**config.mk**
```make
export PLATFORM = sky130hd
export DESIGN_NAME = spi_irq_regs
export DESIGN_NICKNAME = d
export VERILOG_FILES = /design/src/rtl/spi_irq_pkg.sv /design/src/rtl/spi_irq_decode.sv /design/src/rtl/spi_irq_status.sv /design/src/rtl/spi_irq_mask.sv /design/src/rtl/spi_irq_regs.sv
export SDC_FILE = /design/constraint.sdc
export NUM_CORES = 1
export LEC_CHECK = 0
export ABC_CLOCK_PERIOD_IN_PS = 1940
export BUFFER_PORTS_ARGS = -buffer_cell sky130_fd_sc_hd__buf_2
export CORE_MARGIN = 3
export CORE_UTILIZATION = 50
export DETAILED_ROUTE_END_ITERATION = 6
export PLACE_DENSITY_LB_ADDON = 0.1
export SLEW_MARGIN = 30
export SYNTH_ARGS = -nofsm -noshare
export SYNTH_HDL_FRONTEND = slang
export SYNTH_SLANG_ARGS = --single-unit
```
**constraint.sdc**
```tcl
create_clock -name clk -period 1.94 [get_ports clk]
set_input_delay 0.388 -clock clk [delete_from_list [all_inputs] [get_ports clk]]
set_output_delay 0.388 -clock clk [all_outputs]
set_load 0.01 [all_outputs]
```
**src/rtl/spi_irq_pkg.sv**
```systemverilog
package spi_irq_pkg;
  localparam int IRQ_W      = 7;
  localparam int BIT_MODF   = 1;
  localparam int BIT_TXWM   = 2;
  localparam int BIT_TXFULL = 3;
  localparam int BIT_RXNE   = 4;

  localparam int OFS_STAT = 'h04;
  localparam int OFS_MSET = 'h08;
  localparam int OFS_MCLR = 'h0C;
  localparam int OFS_MASK = 'h10;
  localparam int OFS_WM   = 'h28;

  typedef struct packed {
    logic stat_clr;
    logic mask_set;
    logic mask_clr;
    logic wm_wr;
  } strobes_t;

  // sticky bits are the ones cleared by write-one
  function automatic logic is_sticky(input int b);
    return (b == BIT_MODF) || (b == BIT_TXWM) || (b == BIT_TXFULL);
  endfunction

  function automatic logic [IRQ_W-1:0] ev_pack(input logic modf,
                                               input logic wm,
                                               input logic full);
    logic [IRQ_W-1:0] v;
    v = '0;
    v[BIT_MODF]   = modf;
    v[BIT_TXWM]   = wm;
    v[BIT_TXFULL] = full;
    return v;
  endfunction

  // set wins over clear
  function automatic logic sticky_next(input logic cur, input logic clr,
                                       input logic set);
    return (cur & ~clr) | set;
  endfunction

  function automatic logic [IRQ_W-1:0] mask_next(input logic [IRQ_W-1:0] cur,
                                                 input logic [IRQ_W-1:0] bits,
                                                 input logic do_set,
                                                 input logic do_clr);
    logic [IRQ_W-1:0] n;
    n = cur;
    if (do_set) n = n | bits;
    if (do_clr) n = n & ~bits;
    return n;
  endfunction

  function automatic logic irq_any(input logic [IRQ_W-1:0] stat,
                                   input logic [IRQ_W-1:0] mask);
    return |(stat & mask);
  endfunction
endpackage

```
**src/rtl/spi_irq_decode.sv**
```systemverilog
module spi_irq_decode
  import spi_irq_pkg::*;
#(
  parameter int ADDR_W = 6,
  parameter int DATA_W = 8,
  parameter int LVL_W  = 8
) (
  input  logic              sel,
  input  logic              write,
  input  logic [ADDR_W-1:0] addr,
  input  logic [IRQ_W-1:0]  stat,
  input  logic [IRQ_W-1:0]  mask,
  input  logic [LVL_W-1:0]  thr,
  output strobes_t          strb,
  output logic [DATA_W-1:0] rdata
);
  logic hit_stat, hit_mset, hit_mclr, hit_mask, hit_wm;
  logic do_wr, do_rd;

  assign hit_stat = (addr == ADDR_W'(OFS_STAT));
  assign hit_mset = (addr == ADDR_W'(OFS_MSET));
  assign hit_mclr = (addr == ADDR_W'(OFS_MCLR));
  assign hit_mask = (addr == ADDR_W'(OFS_MASK));
  assign hit_wm   = (addr == ADDR_W'(OFS_WM));
  assign do_wr    = sel & write;
  assign do_rd    = sel & ~write;

  assign strb.stat_clr = do_wr & hit_stat;
  assign strb.mask_set = do_wr & hit_mset;
  assign strb.mask_clr = do_wr & hit_mclr;
  assign strb.wm_wr    = do_wr & hit_wm;

  always_comb begin
    rdata = '0;
    if (do_rd) begin
      if (hit_stat)      rdata = DATA_W'(stat);
      else if (hit_mask) rdata = DATA_W'(mask);
      else if (hit_wm)   rdata = DATA_W'(thr);
    end
  end
endmodule

```
**src/rtl/spi_irq_status.sv**
```systemverilog
module spi_irq_status
  import spi_irq_pkg::*;
#(
  parameter int LVL_W = 8
) (
  input  logic             clk,
  input  logic             rst_n,
  input  logic             clr_en,
  input  logic [IRQ_W-1:0] clr_bits,
  input  logic             ev_modf,
  input  logic             tx_full,
  input  logic             rx_ne,
  input  logic [LVL_W-1:0] tx_level,
  input  logic [LVL_W-1:0] thr,
  output logic [IRQ_W-1:0] stat,
  output logic             wm_hit
);
  logic [IRQ_W-1:0] set_vec;

  assign wm_hit  = (tx_level < thr);
  assign set_vec = ev_pack(ev_modf, wm_hit, tx_full);

  for (genvar b = 0; b < IRQ_W; b++) begin : g_bit
    if (b == BIT_RXNE) begin : g_live
      logic r;
      always_ff @(posedge clk or negedge rst_n) begin
        if (!rst_n) r <= 1'b0;
        else        r <= rx_ne;
      end
      assign stat[b] = r;
    end else if (is_sticky(b)) begin : g_stk
      logic r;
      always_ff @(posedge clk or negedge rst_n) begin
        if (!rst_n) r <= 1'b0;
        else        r <= sticky_next(r, clr_en & clr_bits[b], set_vec[b]);
      end
      assign stat[b] = r;
    end else begin : g_rsv
      assign stat[b] = 1'b0;
    end
  end
endmodule

```
**src/rtl/spi_irq_mask.sv**
```systemverilog
module spi_irq_mask
  import spi_irq_pkg::*;
(
  input  logic             clk,
  input  logic             rst_n,
  input  logic             set_en,
  input  logic             clr_en,
  input  logic [IRQ_W-1:0] bits,
  output logic [IRQ_W-1:0] mask
);
  always_ff @(posedge clk or negedge rst_n) begin
    if (!rst_n) mask <= '0;
    else        mask <= mask_next(mask, bits, set_en, clr_en);
  end
endmodule

```
**src/rtl/spi_irq_regs.sv**
```systemverilog
module spi_irq_regs
  import spi_irq_pkg::*;
#(
  parameter int ADDR_W   = 6,
  parameter int DATA_W   = 8,
  parameter int LVL_W    = 8,
  parameter int WM_RESET = 1
) (
  input  logic              clk,
  input  logic              rst_n,
  input  logic              bus_sel,
  input  logic              bus_write,
  input  logic [ADDR_W-1:0] bus_addr,
  input  logic [DATA_W-1:0] bus_wdata,
  output logic [DATA_W-1:0] bus_rdata,
  input  logic              ev_mode_fault,
  input  logic              tx_full,
  input  logic              rx_nonempty,
  input  logic [LVL_W-1:0]  tx_level,
  output logic              irq
);
  strobes_t         strb;
  logic [IRQ_W-1:0] stat_q;
  logic [IRQ_W-1:0] mask_q;
  logic [LVL_W-1:0] thr_q;
  logic [IRQ_W-1:0] wbits;
  logic             wm_hit;

  assign wbits = bus_wdata[IRQ_W-1:0];

  spi_irq_decode #(.ADDR_W(ADDR_W), .DATA_W(DATA_W), .LVL_W(LVL_W)) u_dec (
    .sel(bus_sel), .write(bus_write), .addr(bus_addr),
    .stat(stat_q), .mask(mask_q), .thr(thr_q),
    .strb(strb), .rdata(bus_rdata)
  );

  spi_irq_status #(.LVL_W(LVL_W)) u_stat (
    .clk(clk), .rst_n(rst_n), .clr_en(strb.stat_clr), .clr_bits(wbits),
    .ev_modf(ev_mode_fault), .tx_full(tx_full), .rx_ne(rx_nonempty),
    .tx_level(tx_level), .thr(thr_q), .stat(stat_q), .wm_hit(wm_hit)
  );

  spi_irq_mask u_mask (
    .clk(clk), .rst_n(rst_n), .set_en(strb.mask_set), .clr_en(strb.mask_clr),
    .bits(wbits), .mask(mask_q)
  );

  always_ff @(posedge clk or negedge rst_n) begin
    if (!rst_n)         thr_q <= LVL_W'(WM_RESET);
    else if (strb.wm_wr) thr_q <= bus_wdata[LVL_W-1:0];
  end

  assign irq = irq_any(stat_q, mask_q);
endmodule

```
**Word level (Yosys, flattened, before mapping)**

Cells that the tools add are included.
Widths: inputs -> output; s select.

- Register bits: 19
- Output and inout port bits: 9
- Word-level logic and storage cells: 42

- $lt $le $gt $ge: 1
- Equal/unequal tests: 5
- Muxes and demuxes: 6
- Bitwise logic cells: 23
- Reduce and logical (&&, ||, !) cells: 1

Operator list:

| operator | number |
|---|---|
| $mux 8 | 4 |
| $mux 7 | 2 |
| $and 1x1->1 | 12 |
| $eq 6x4->1 const B | 2 |
| $lt 8x8->1 | 1 |
| $and 5x7->7 | 1 |
| $and 7x7->7 | 1 |
| $not 7->7 | 1 |
| $or 7x7->7 | 1 |
| $reduce_or 7->1 | 1 |
| $eq 6x3->1 const B | 1 |
| $eq 6x5->1 const B | 1 |
| $eq 6x6->1 const B | 1 |
| $not 1->1 | 4 |
| $or 1x1->1 | 3 |

**Depth between registers and ports, before layout**

- Word-level depth: 6
- Gate-level depth with buffers: 6
- Gate-level depth less buffers: 6

**Cells and area by module**

A second synthesis with hierarchy kept.

- Cells, all modules: 122
- Area total of the unflattened synthesis: 1249.9 µm²

By module, submodules not included:

| module | instances | cells each | area each (µm²) |
|---|---|---|---|
| spi_irq_status | 1 | 44 | 396.6 |
| spi_irq_regs | 1 | 21 | 362.8 |
| spi_irq_decode | 1 | 36 | 245.2 |
| spi_irq_mask | 1 | 21 | 245.2 |

**Worst setup path before layout**

OpenSTA, ideal clock, no wires.

- Kind: input-to-output
- From: input port bus_addr[2]
- To: output port bus_rdata[1]
- Arrival: 1.535 ns
- Slack: 0.017 ns
- Stages: 5
- Buffers on the path: 1
- Path through: buf_6 -> or4b_4 -> or2_4 -> nor2b_4 -> a221o_1

- Cells in the longest elaborated chain, start to end: 5

RTL lines:

| element | line | RTL |
|---|---|---|
| from (decl) | spi_irq_regs.sv:13 | `input logic [ADDR_W-1:0] bus_addr,` |
| $eq 6x6->1 | spi_irq_decode.sv:24 | `assign hit_wm = (addr == ADDR_W'(OFS_WM));` |
| $mux 8 | spi_irq_decode.sv:38 | `else if (hit_wm) rdata = DATA_W'(thr);` |
| $mux 8 | spi_irq_decode.sv:37 | `else if (hit_mask) rdata = DATA_W'(mask);` |
| $mux 8 (*) | spi_irq_decode.sv:36 | `if (hit_stat) rdata = DATA_W'(stat);` |
| $mux 8 (*) | spi_irq_decode.sv:35 | `if (do_rd) begin` |
| to (decl) | spi_irq_regs.sv:15 | `output logic [DATA_W-1:0] bus_rdata,` |

Mark *: on every way between the ends. The rest lies on a longest branch, timed or not.

**Worst setup path after layout**

- From: input port bus_addr[3]
- To: output port bus_rdata[4]

Same word-level chain as after synthesis.

==> reports/qor.csv <==
metric,value,unit
status,"finished, violations left",
violations,"negative hold slack, negative setup slack",
syn-cell-area,1220,um2
maxCapViolations,0,
cp-start-kind,primary input,
synth-xor-area-share,0,%
critPathCapture,bus_rdata[4],
worstSetupEndpointType,primary output,
cts_tree,done,
cts_buffers,3,
via_count,1047,
synthDistinctLibCells,26,
grt_pass1_vias,1094,
synth-edff-count,0,
initial_core_util,54.0,%
worstPathRequired,1.55,ns
r2r_cells,6,
cp_slowest_cell,or4b_4,
hpwl,2290,um
critPathArrivalTime,1.72,ns
grt.total_usage,19.7,%
yosys-top-cells-area,"dfrtp_1 (37%), mux2_4 (9.9%), ha_1 (7.2%)",
coreArea,2250,um2
dr.first_iter.drc_count,27,
regArea,477,um2
worst_slew_pin_slew,0.421,ns
cpPeakStageDelay,0.53,ns
fp.dieH,55.3,um
ctsHtreeMaxLevel,1,
synthFlopType,dfrtp_1,
ir_drop,551,uV
clk_pin_slew_worst_paths,0.12,ns
fp.dieArea,3060,um2
power,0.814,mW
synthArstFlopShare,100,%
port_buffers,37,
yosys.area_share.simple,20.9,%
wl_per_cell,14.4,um
synthToLayoutAreaGrowth,30.4,%
grt_pass1_wl,4760,um
final-hold-violation-count,11,
slew_headroom,71.9,%
yosys_warnings,0,
insertion_delay,0.31,ns
grt_max_degree,20,
place_inst,195,
syn_area_per_cell,10.2,um2
rsz0062_at_grt,true,
rows,17,
p_per_area,513,nW/um2
ant_nets,0,
wl,2900,um
synthTopCellsByCount,"dfrtp_1 (18), nand2_1 (16), inv_1 (15), nor2_1 (11), mux2_4 (8)",
fin_crit,2.11,ns
dp_worst_setup_slack,-0.167,ns
rr_startpoint,thr_q[5],
netlist.area_leader.share,37.0,%
setup_viol,8,
drc,0,
fin_cells,201,
slew_viol_final,0,
clock-sinks,19,
worst_slack,-0.172,ns
crit_fanout,4,
firstDrtPassIters,5,
synth_compound_area_share,10.7,%
r2r_slack,0.55,ns
drive_above_1_share,43.4,%
synth_top_family_by_area,simple AND/OR/NAND/NOR gates,
fin_skew,0.0128,ns
hold_ws,-0.00274,ns
p_leak,0.825,nW
io_pins,38,
place_area,1530,um2
multiInputGateArea,682,um2
via_per_inst,5.21,
synth_fa_ha_area_share,7.19,%
cp_cell_sequence,buf_6 -> or4b_4 -> or2_4 -> nor2b_4 -> a221o_1 -> buf_2,
place_congestion,0.864,
yosysMostFrequentCell,dfrtp_1,
timing.final.crit_share,109,%
nFillCells,186,
clockBufferDepth,2,
syn_nets,155,
cts_root_buf,clkbuf_4,
muxShareOfSynthArea,15.6,%
hp-class,in -> async,
die_w,55.3,um
fmax,0.473,GHz
path_class,in -> out,
synth-seq-cells,19,
antenna_cells,0,
antenna_found_initial,0,
finish.net_count,210,
overflow,0,
synth_seq_area_share,39.2,%
final_cell_area,1590,um2
netlist_instances,119,
synth_largest_area_cell,dfrtp_1,
timing.rr.end,u_stat.g_bit[2].g_stk.r,
cp-startpoint,bus_addr[3],
[how the worst min path moves through the flow]
stage | slack [ns] | endpoint
floorplan | 0.09 | asynchronous set/reset pin
global placement | 0.35 | thr_q[1]
detailed placement | 0.35 | u_stat.g_bit[1].g_stk.r
CTS | 0.003 | thr_q[3]
global route | 0.006 | thr_q[3]
finish | -0.003 | thr_q[4]
[cell type report]
class / count / area share (%)
multi-input cells: 83 / 42.9
flip-flops and latches: 19 / 30.0
repair buffers: 52 / 19.5
inverters: 15 / 3.55
well taps: 28 / 2.21
clock buffers: 3 / 1.42
clock inverters: 1 / 0.315
[power breakdown]
| group | switching [mW] | internal (mW) |
|---|---|---|
| registers | 0.0205 | 0.424 |
| logic | 0.0795 | 0.0884 |
| clock network | 0.125 | 0.0769 |
[timing repair]
item	4_1_cts	5_1_grt
setup buffers	1	2
setup endpoints to repair	8	8
pin swaps	3	5
hold buffers	0	0
gates resized for setup	1	5
[placed cells by master (no fill, tap or decap), types with 2 or more instances in the layout]
| cell type | netlist | routed |
|---|---|---|
| nor2_1 | 11 | 11 |
| a21o_1 | 3 | 3 |
| o21ai_0 | 3 | 3 |
| nand2_1 | 16 | 15 |
| or2_4 | 2 | 2 |
| buf_4 | 0 | 15 |
| a21oi_1 | 3 | 3 |
| a22oi_1 | 5 | 5 |
| ha_1 | 7 | 7 |
| a221o_1 | 4 | 4 |
| nor4_4 | 2 | 2 |
| buf_6 | 2 | 2 |
| nor3_1 | 2 | 2 |
| mux2i_1 | 7 | 7 |
| clkbuf_4 | 0 | 3 |
| dfrtp_1 | 18 | 18 |
| mux2_4 | 8 | 8 |
| buf_2 | 0 | 35 |
| inv_1 | 15 | 15 |
[kinds of logic after synthesis]
kind of cell | count (synthesis)
mux | 15
flops | 19
simple gates | 43
compound gates | 18
fa+ha+maj | 7
buf+inv | 17
[critical path: cells and delay by family]
family          cells  cell delay [ns]
simple gates        3             0.95
buf+inv             2             0.21
compound gates      1             0.17
[through the flow]
| stage | setup TNS [ns] | util [%] |
|---|---|---|
| global route | -1.36 | 70.4 |
| global placement | -0.819 | 67.6 |
| detailed placement | -0.963 | 67.6 |
| finish | -1.11 | 70.4 |
| floorplan | 0 | - |
| CTS | -0.789 | 69.5 |
[per-layer routing]
layer	part of all wire, %	routed length (um)	track usage (%)	up-vias
li1	-	-	-	521
met1	41	1190	22.4	495
met2	53	1530	34.5	29
met3	5.4	158	5.37	2
met4	0.65	19	8.33	0
met5	0	0	0	-
Power figures use the tool's default switching activity.
